[src/rtl/trace_pack_pkg.sv]
// Package: shared codes and per-width geometry for the trace word packer.
// Assumes a 3-bit pipeline status and packets of 4, 8 or PKT_W bits.
package trace_pack_pkg;

    typedef enum logic [1:0] {
        PW4  = 2'd0,
        PW8  = 2'd1,
        PW16 = 2'd2
    } pw_e;

    typedef enum logic [1:0] {
        PM_PLAIN = 2'd0,
        PM_DEMUX = 2'd1,
        PM_MUX   = 2'd2,
        PM_RSVD  = 2'd3
    } pm_e;

    localparam int STAT_W = 3;

    // Number of slots that make up one word for a given width.
    function automatic logic [1:0] slots_of(input pw_e w);
        case (w)
            PW4:     return 2'd3;
            PW8:     return 2'd2;
            default: return 2'd1;
        endcase
    endfunction

    // Bit distance between neighbouring slots for a given width.
    function automatic logic [4:0] stride_of(input pw_e w);
        case (w)
            PW4:     return 5'd8;
            PW8:     return 5'd12;
            default: return 5'd0;
        endcase
    endfunction

endpackage

[src/rtl/pack_cfg_latch.sv]
// Module: holds port width and mode. New values are taken only while capture
// is off. It also reports whether the held pair is usable.
// Assumes width code 3 is an alias of the 16-bit port.
module pack_cfg_latch
    import trace_pack_pkg::*;
(
    input  logic       clk,
    input  logic       rst_n,
    input  logic       cap_en,
    input  logic [1:0] width_sel,
    input  logic [1:0] mode_sel,
    output pw_e        width_q,
    output logic       legal
);

    pm_e mode_q;
    pw_e width_dec;

    // Map the raw width code onto the three supported widths.
    always_comb begin
        case (width_sel)
            2'd0:    width_dec = PW4;
            2'd1:    width_dec = PW8;
            default: width_dec = PW16;
        endcase
    end

    // Take a new configuration on every edge with capture off.
    always_ff @(posedge clk) begin
        if (!rst_n) begin
            width_q <= PW16;
            mode_q  <= PM_PLAIN;
        end else if (!cap_en) begin
            width_q <= width_dec;
            mode_q  <= pm_e'(mode_sel);
        end
    end

    // Plain mode suits any width; demultiplexed mode needs the 8-bit width.
    always_comb begin
        legal = (mode_q == PM_PLAIN) || ((mode_q == PM_DEMUX) && (width_q == PW8));
    end

endmodule

[src/rtl/trace_slot_fmt.sv]
// Module: turns one trace sample into a slot for the selected width.
// A trigger sample gets the reserved status code, and its real status moves
// into the low packet bits. Purely combinational.
module trace_slot_fmt
    import trace_pack_pkg::*;
#(
    parameter int          PKT_W     = 16,
    parameter logic [2:0]  TRIG_CODE = 3'b110,
    localparam int         SLOT_MAX  = PKT_W + STAT_W + 1
) (
    input  pw_e                  width,
    input  logic [STAT_W-1:0]    pipe,
    input  logic [PKT_W-1:0]     pkt,
    input  logic                 sync,
    input  logic                 trig,
    output logic [SLOT_MAX-1:0]  slot
);

    logic [STAT_W-1:0] stat_f;
    logic [PKT_W-1:0]  pkt_f;

    // Swap in the trigger encoding when the sample is a trigger cycle.
    always_comb begin
        stat_f = trig ? TRIG_CODE : pipe;
        pkt_f  = trig ? {pkt[PKT_W-1:STAT_W], pipe} : pkt;
    end

    // Place sync, packet and status at the slot layout of the width.
    always_comb begin
        slot = '0;
        case (width)
            PW4:     slot[7:0]  = {sync, pkt_f[3:0], stat_f};
            PW8:     slot[11:0] = {sync, pkt_f[7:0], stat_f};
            default: slot       = {sync, pkt_f, stat_f};
        endcase
    end

endmodule

[src/rtl/trace_word_accum.sv]
// Module: gathers slots into a word, lowest slot first. It strobes the word
// out when full, or on a stop request when partly filled.
// Assumes take and stop are never high together.
module trace_word_accum
    import trace_pack_pkg::*;
#(
    parameter int  WORD_W   = 32,
    parameter int  SLOT_MAX = 20,
    localparam int OFF_W    = $clog2(WORD_W)
) (
    input  logic                clk,
    input  logic                rst_n,
    input  pw_e                 width,
    input  logic                take,
    input  logic                stop,
    input  logic [SLOT_MAX-1:0] slot,
    output logic [WORD_W-1:0]   word_data,
    output logic                word_valid,
    output logic                pending
);

    logic [WORD_W-1:0] acc_q;
    logic [1:0]        fill_q;
    logic [OFF_W-1:0]  offset;
    logic [WORD_W-1:0] merged;
    logic              last;

    // Position of the incoming slot and the word it would form.
    always_comb begin
        offset = OFF_W'(fill_q) * OFF_W'(stride_of(width));
        merged = acc_q | (WORD_W'(slot) << offset);
        last   = (fill_q == slots_of(width) - 2'd1);
    end

    // Accumulate, emit full words, and flush a partial word on stop.
    always_ff @(posedge clk) begin
        if (!rst_n) begin
            acc_q      <= '0;
            fill_q     <= '0;
            word_data  <= '0;
            word_valid <= 1'b0;
        end else begin
            word_valid <= 1'b0;
            if (take) begin
                if (last) begin
                    word_data  <= merged;
                    word_valid <= 1'b1;
                    acc_q      <= '0;
                    fill_q     <= '0;
                end else begin
                    acc_q  <= merged;
                    fill_q <= fill_q + 2'd1;
                end
            end else if (stop && (fill_q != 2'd0)) begin
                word_data  <= acc_q;
                word_valid <= 1'b1;
                acc_q      <= '0;
                fill_q     <= '0;
            end
        end
    end

    assign pending = (fill_q != 2'd0);

endmodule

[src/rtl/trace_word_packer.sv]
// Module: top of the trace sample packer. Admits samples while capture is on
// and the configuration is usable, then formats and packs them into words.
// Assumes at most one sample per clock.
module trace_word_packer
    import trace_pack_pkg::*;
#(
    parameter int         WORD_W    = 32,
    parameter int         PKT_W     = 16,
    parameter logic [2:0] TRIG_CODE = 3'b110
) (
    input  logic              clk,
    input  logic              rst_n,
    input  logic              cap_en,
    input  logic [1:0]        width_sel,
    input  logic [1:0]        mode_sel,
    input  logic              smp_valid,
    input  logic [2:0]        smp_pipe,
    input  logic [PKT_W-1:0]  smp_pkt,
    input  logic              smp_sync,
    input  logic              smp_trig,
    output logic              word_valid,
    output logic [WORD_W-1:0] word_data,
    output logic              empty,
    output logic              cfg_bad
);

    localparam int SLOT_MAX = PKT_W + STAT_W + 1;

    pw_e                 cfg_width;
    logic                cfg_legal;
    logic [SLOT_MAX-1:0] slot;
    logic                take;
    logic                pending;

    pack_cfg_latch u_cfg (
        .clk       (clk),
        .rst_n     (rst_n),
        .cap_en    (cap_en),
        .width_sel (width_sel),
        .mode_sel  (mode_sel),
        .width_q   (cfg_width),
        .legal     (cfg_legal)
    );

    trace_slot_fmt #(.PKT_W(PKT_W), .TRIG_CODE(TRIG_CODE)) u_fmt (
        .width (cfg_width),
        .pipe  (smp_pipe),
        .pkt   (smp_pkt),
        .sync  (smp_sync),
        .trig  (smp_trig),
        .slot  (slot)
    );

    // A sample counts only with capture on and a usable configuration.
    always_comb begin
        take = smp_valid && cap_en && cfg_legal;
    end

    trace_word_accum #(.WORD_W(WORD_W), .SLOT_MAX(SLOT_MAX)) u_acc (
        .clk        (clk),
        .rst_n      (rst_n),
        .width      (cfg_width),
        .take       (take),
        .stop       (!cap_en),
        .slot       (slot),
        .word_data  (word_data),
        .word_valid (word_valid),
        .pending    (pending)
    );

    assign empty   = !pending && !word_valid;
    assign cfg_bad = !cfg_legal;

endmodule

[config.mk]
export PLATFORM = sky130hd
export DESIGN_NAME = trace_word_packer
export DESIGN_NICKNAME = d
export VERILOG_FILES = /design/src/rtl/trace_pack_pkg.sv /design/src/rtl/pack_cfg_latch.sv /design/src/rtl/trace_slot_fmt.sv /design/src/rtl/trace_word_accum.sv /design/src/rtl/trace_word_packer.sv
export SDC_FILE = /design/constraint.sdc
export NUM_CORES = 1
export LEC_CHECK = 0
export ABC_AREA = 1
export BUFFER_PORTS_ARGS = -buffer_cell sky130_fd_sc_hd__buf_2
export CORE_AREA = 5 5 86 88
export CTS_CLUSTER_SIZE = 28
export DETAILED_ROUTE_END_ITERATION = 8
export DIE_AREA = 0 0 91 93
export GPL_ROUTABILITY_DRIVEN = 0
export PLACE_DENSITY = 0.79
export SLEW_MARGIN = 15
export SYNTH_ARGS = -nofsm -noshare
export SYNTH_HDL_FRONTEND = slang
export SYNTH_SLANG_ARGS = --single-unit
[constraint.sdc]
create_clock -name clk -period 4.5 [get_ports clk]
set_clock_uncertainty 0.2 [all_clocks]
set_input_delay 0 -clock clk [delete_from_list [all_inputs] [get_ports clk]]
set_output_delay 0 -clock clk [all_outputs]
set_load 0.01 [all_outputs]
Word level (Yosys, flattened, before mapping). Index checks and enable logic that the tools add are counted. W data, S select, Z words.

Flip-flop bits (word level): 71. Bits of input ports: 29. Output and inout bits: 35. Word-level logic and storage cells: 53.

$add $sub $neg: 2. $mul: 1. Eq/ne operators: 5. Shift-type cells: 1. Mux-type cells: 20. Bitwise logic cells: 1. Reductions and logical operators: 17.

Operators with widths (count): $mux W32 (6); $or A32 B32 Y32 (1); $shl A20 B5 Y32 (1); $mux W8 (2); $pmux W4 S2 (2); $pmux W2 S2 (2); $eq A2 B1 Y1 const B (3); $logic_not A2 Y1 (3); $mux W2 (3); $mux W3 (2); $logic_and A1 B1 Y1 (5); $mul A2 B4 Y5 (1); $logic_not A1 Y1 (4); $reduce_bool A2 Y1 (2); $mux W1 (3); $add A2 B1 Y2 const B (1); $eq A2 B2 Y1 (1); $ne A2 B1 Y1 const B (1); $reduce_and A2 Y1 (1); $reduce_or A2 Y1 (1); $sub A2 B1 Y2 const B (1); $logic_or A1 B1 Y1 (1).

Depth between registers and ports, before layout.
Word-level depth: 7. Mapped depth: 14.

By module. Synthesis repeated with hierarchy kept, for this count alone.

Cell total of the unflattened synthesis: 601. Area total of the unflattened synthesis: 3831.2 µm².

Modules (own cells, without submodules): trace_word_accum (instances 1, cells each 529, area each 3459.6 µm², sequential area each 1341.3 µm²); trace_slot_fmt (instances 1, cells each 44, area each 192.7 µm², sequential area each 0.0 µm²); pack_cfg_latch (instances 1, cells each 23, area each 157.7 µm², sequential area each 80.1 µm²); trace_word_packer (instances 1, cells each 5, area each 21.3 µm², sequential area each 0.0 µm²).

Worst setup path after synthesis. OpenSTA, ideal clock, no wires.

Path kind: register to register. Start point: reg u_cfg.width_q[1]. End point: reg u_acc.word_data[30]. Setup time: 115 ps. Arrival: 1900 ps. Setup slack: 2285 ps. Cell stages (with the launch flop): 13. Buffers on the path: 2. Clock period less this slack: 2215 ps. Path through: dfxtp_1 > inv_2 > clkbuf_1 > nand2_1 > inv_1 > ha_1 > clkinv_1 > clkbuf_1 > o211ai_1 > nand3_1 > nand2_1 > nor2_1 > nor2_1.

Word-level cells in the longest chain between the ends: 7.

Ends and longest elaborated chain: start, declared (RTL line pack_cfg_latch.sv:12) `output pw_e width_q,`; start signal, assigned (RTL line pack_cfg_latch.sv:34) `width_q <= width_dec;`; $eq A2 B1 Y1 or $logic_not A2 Y1 (tied branches); $pmux W4 S2 or $reduce_or A2 Y1 (tied branches); $mul A2 B4 Y5 or $mux W8 (tied branches) (RTL line trace_word_accum.sv:30, trace_slot_fmt.sv:31); $shl A20 B5 Y32 (RTL line trace_word_accum.sv:31) `merged = acc_q | (WORD_W'(slot) << offset);`; $or A32 B32 Y32 (RTL line trace_word_accum.sv:31); $mux W32 (RTL line trace_word_accum.sv:45) `if (last) begin`; $mux W32 (RTL line trace_word_accum.sv:44) `if (take) begin`; end signal, assigned (RTL line trace_word_accum.sv:46) `word_data <= merged;`; end signal, assigned (RTL line trace_word_accum.sv:55) `word_data <= acc_q;`; end, declared (RTL line trace_word_accum.sv:17) `output logic [WORD_W-1:0] word_data,`.

Several ways; a longest one is shown, not always the timed one. The select of a mux whose other input is x is not followed. A chain may end at the register's enable or synchronous reset.

Final worst setup path.
Start point: reg u_cfg.width_q[1]. End point: reg u_acc.word_data[26].

The elaborated chain is that of the path after synthesis.

==> key figures <==
Global route
  – Total GRT Usage: 0.238
  – Initial antenna violation count: 0
  – First-pass GRT wire length: 16,400 um
  – Global Route met2 Usage: 0.367
  – M3 GR Usage: 0.0459
  – Vias in the first global route: 3,523
  – Pin count of the biggest net entering global routing: 44
  – Busiest layer in global routing: met2
  – GR Overflow Total: 0
  – GR Layer Usage met1: 0.307

Clock tree
  – # resized after CTS: 0
  – CTS Hold Bufs: 17
  – Clock root buffer: clkbuf_8
  – H-tree levels: 3
  – TritonCTS clock tree: done
  – Bufs on Longest Clock Path: 2
  – Sink Count: 71
  – Buffers inserted by post-CTS timing repair: 0
  – CTS Buf Count: 9
  – Clk slew on worst S/H paths: 0.07 ns
  – Worst-skew pair later-pin latency: around 0.35 ns

Detailed routing
  – 1st-iter DRT viols: 436
  – DR pass1 iterations: 7
  – DRC viols: 0
  – Routed length per instance: 14.1 um
  – Vias per inst: ~5.4
  – Post-route ant nets: 0
  – WL final: 9890 um
  – Via Count: about 3,800

Timing
  – Hold Vio Cnt, Final: 0
  – Fin. max-slew vios: 0
  – Final min period: 3.49 ns
  – TNS Setup: 0 ns
  – Fmax: 0.287 GHz
  – Measured slew at the worst slew-check pin: between 0.7 and 0.8 ns
  – Crit share post-route: 0.775
  – RSZ-0062 raised after global routing: false
  – Slew headroom: 0.475
  – Final setup violation count: 0

Critical path
  – Type of origin of the critical path: register
  – Setup CP Type: register to register
  – Worst Path Required: 4.58 ns
  – CP endpoint kind: register
  – Crit path DAT: 3.57 ns
  – CP max FO: 19

Power and ir drop
  – Switch share: 0.287
  – Leakage: about 0.0021 uW
  – Comb pwr share: 0.160
  – Int Pwr: 1010 uW
  – Pwr per Cell Area: around 340 nW/um^2
  – NetSw: 407 uW
  – Peak supply drop: 0.000219 V
  – Total chip power: between 1000 and 1500 uW
  – Seq pwr share: 0.474
  – Clock power frac: 0.365

Placement
  – Port buffer count: 63
  – HPWL Detailed: just under 7000 um

Worst hold path
  – HP Class: input port to register

Final layout
  – Nets: roughly 650
  – N_diodes: 0
  – Layout cell share with drive strength beyond 1: 0.148
  – Commonest non-fill, non-tap cells in the layout: nand2_1 (158), dfxtp_1 (71), nor2_1 (65), nand3_1 (65), buf_2 (63)
  – Commonest non-fill, non-tap cell in the layout: nand2_1
  – Area growth from synthesis to layout: 18.1%

Yosys
  – FF+latch count, synth: between 70 and 80
  – Top_reg_cell synth: dfxtp_1
  – Post-synth EDFFs: 0
  – Mapped cell area: 3590 um^2
  – Syn_area_per_cell: 6.48 um^2
  – Number of distinct library cells after synthesis: 28
  – Sequential area share after synthesis: 0.396
  – Asr flop ratio synth: 0
  – YS warnings: 0
  – Cells after synthesis: 553
  – Syn nets: 584

Floorplan
  – Chip Width: 91 um
  – Core area: 6570 um^2
  – Die Area: 8460 um^2
  – I/O pin cnt: 64
  – # rows: 30
  – Starting Density: 0.546
  – Vert. Die Dim: just over 90 um

Run status
  – Status: finished, final reports clean

Flow run
  – Max Cap Viol: 0
-- state kept, by name, summed over array words and instances, names as in the netlist --
name and cells:
u_acc.word_data 32, u_acc.acc_q 32, u_cfg.mode_q 2, u_cfg.width_q 2, u_acc.word_valid 1, u_acc.fill_q 2
-- kinds of logic (layout without fill, tap and decap cells) --
family,Yosys count,in the layout,share of synthesized area
xor+xnor,1,1,0.00244
compound gates,86,86,0.126
flops,71,71,0.396
fa+ha+maj,2,2,0.00698
simple gates,311,311,0.370
buf+inv,82,152,0.0991
-- power by group through the flow --
stage	Combinational, uW	Clock (uW)	Sequential (uW)
global route	256	554	678
finish	228	519	674
floorplan	139	0	697
CTS	227	523	673
global placement	212	0	687
detailed placement	213	0	688
-- per-layer routing --
| layer | wire (um) | up-vias |
|---|---|---|
| li1 | - | 1905 |
| met1 | 4310 | 1658 |
| met2 | 4410 | 188 |
| met3 | 742 | 41 |
| met4 | 433 | 0 |
| met5 | 0 | - |
-- cell type report --
type	count	area (um^2)
clock buffer	11	141
tap	80	100
timing repair buffer	83	508
sequential	71	1420
clock inverter	5	56.3
inverter	53	199
multi-input combinational	400	1810
fill	589	2330
-- path summary, 6_finish.rpt --
kind / endpoint / cells after the start / startpoint / slack, ns
worst max-delay path: u_acc.word_data[26] / 11 / u_cfg.width_q[1] / 1.01
worst min-delay path: u_acc.acc_q[22] / 7 / smp_pkt[7] / 0.01
worst max register to register: u_acc.word_data[26] / 11 / u_cfg.width_q[1] / 1.01
worst min register to register: u_acc.acc_q[17] / 2 / u_acc.acc_q[17] / 0.25
-- cells in the mapped netlist (6+ instances only) --
cell type | number | area share
clkbuf_1 | 14 | 0.015
nand4_1 | 6 | 0.010
nand3_1 | 65 | 0.091
buf_2 | 8 | 0.011
dfxtp_1 | 71 | 0.40
nor2_1 | 65 | 0.068
o21ai_1 | 8 | 0.011
nor3_1 | 6 | 0.0084
inv_1 | 47 | 0.049
o21ai_0 | 26 | 0.036
nand2_1 | 158 | 0.17
a21oi_1 | 44 | 0.061
-- critical path, cell delays in order (launching register included) --
cell	delay [ns]
dfxtp_1	0.56
inv_2	0.19
nand2_1	0.16
inv_1	0.06
ha_1	0.53
clkinv_1	0.33
buf_4	0.29
nor2_1	0.39
inv_1	0.10
o21ai_0	0.38
nand2_1	0.09
a21oi_1	0.14
-- stage by stage --
stage	hold WS (ns)	cell area (um^2)	setup slack, ns	cells	util
CTS	0.00841	4240	1.17	703	0.645
detailed placement	0.0561	3870	1.19	670	0.589
floorplan	-0.0484	3590	2.29	553	-
finish	0.0130	4240	1.01	703	0.645
global route	0.0276	4240	0.752	703	0.645
global placement	0.0402	3870	1.26	670	0.589
No activity file was read; power rests on OpenSTA's default activity.
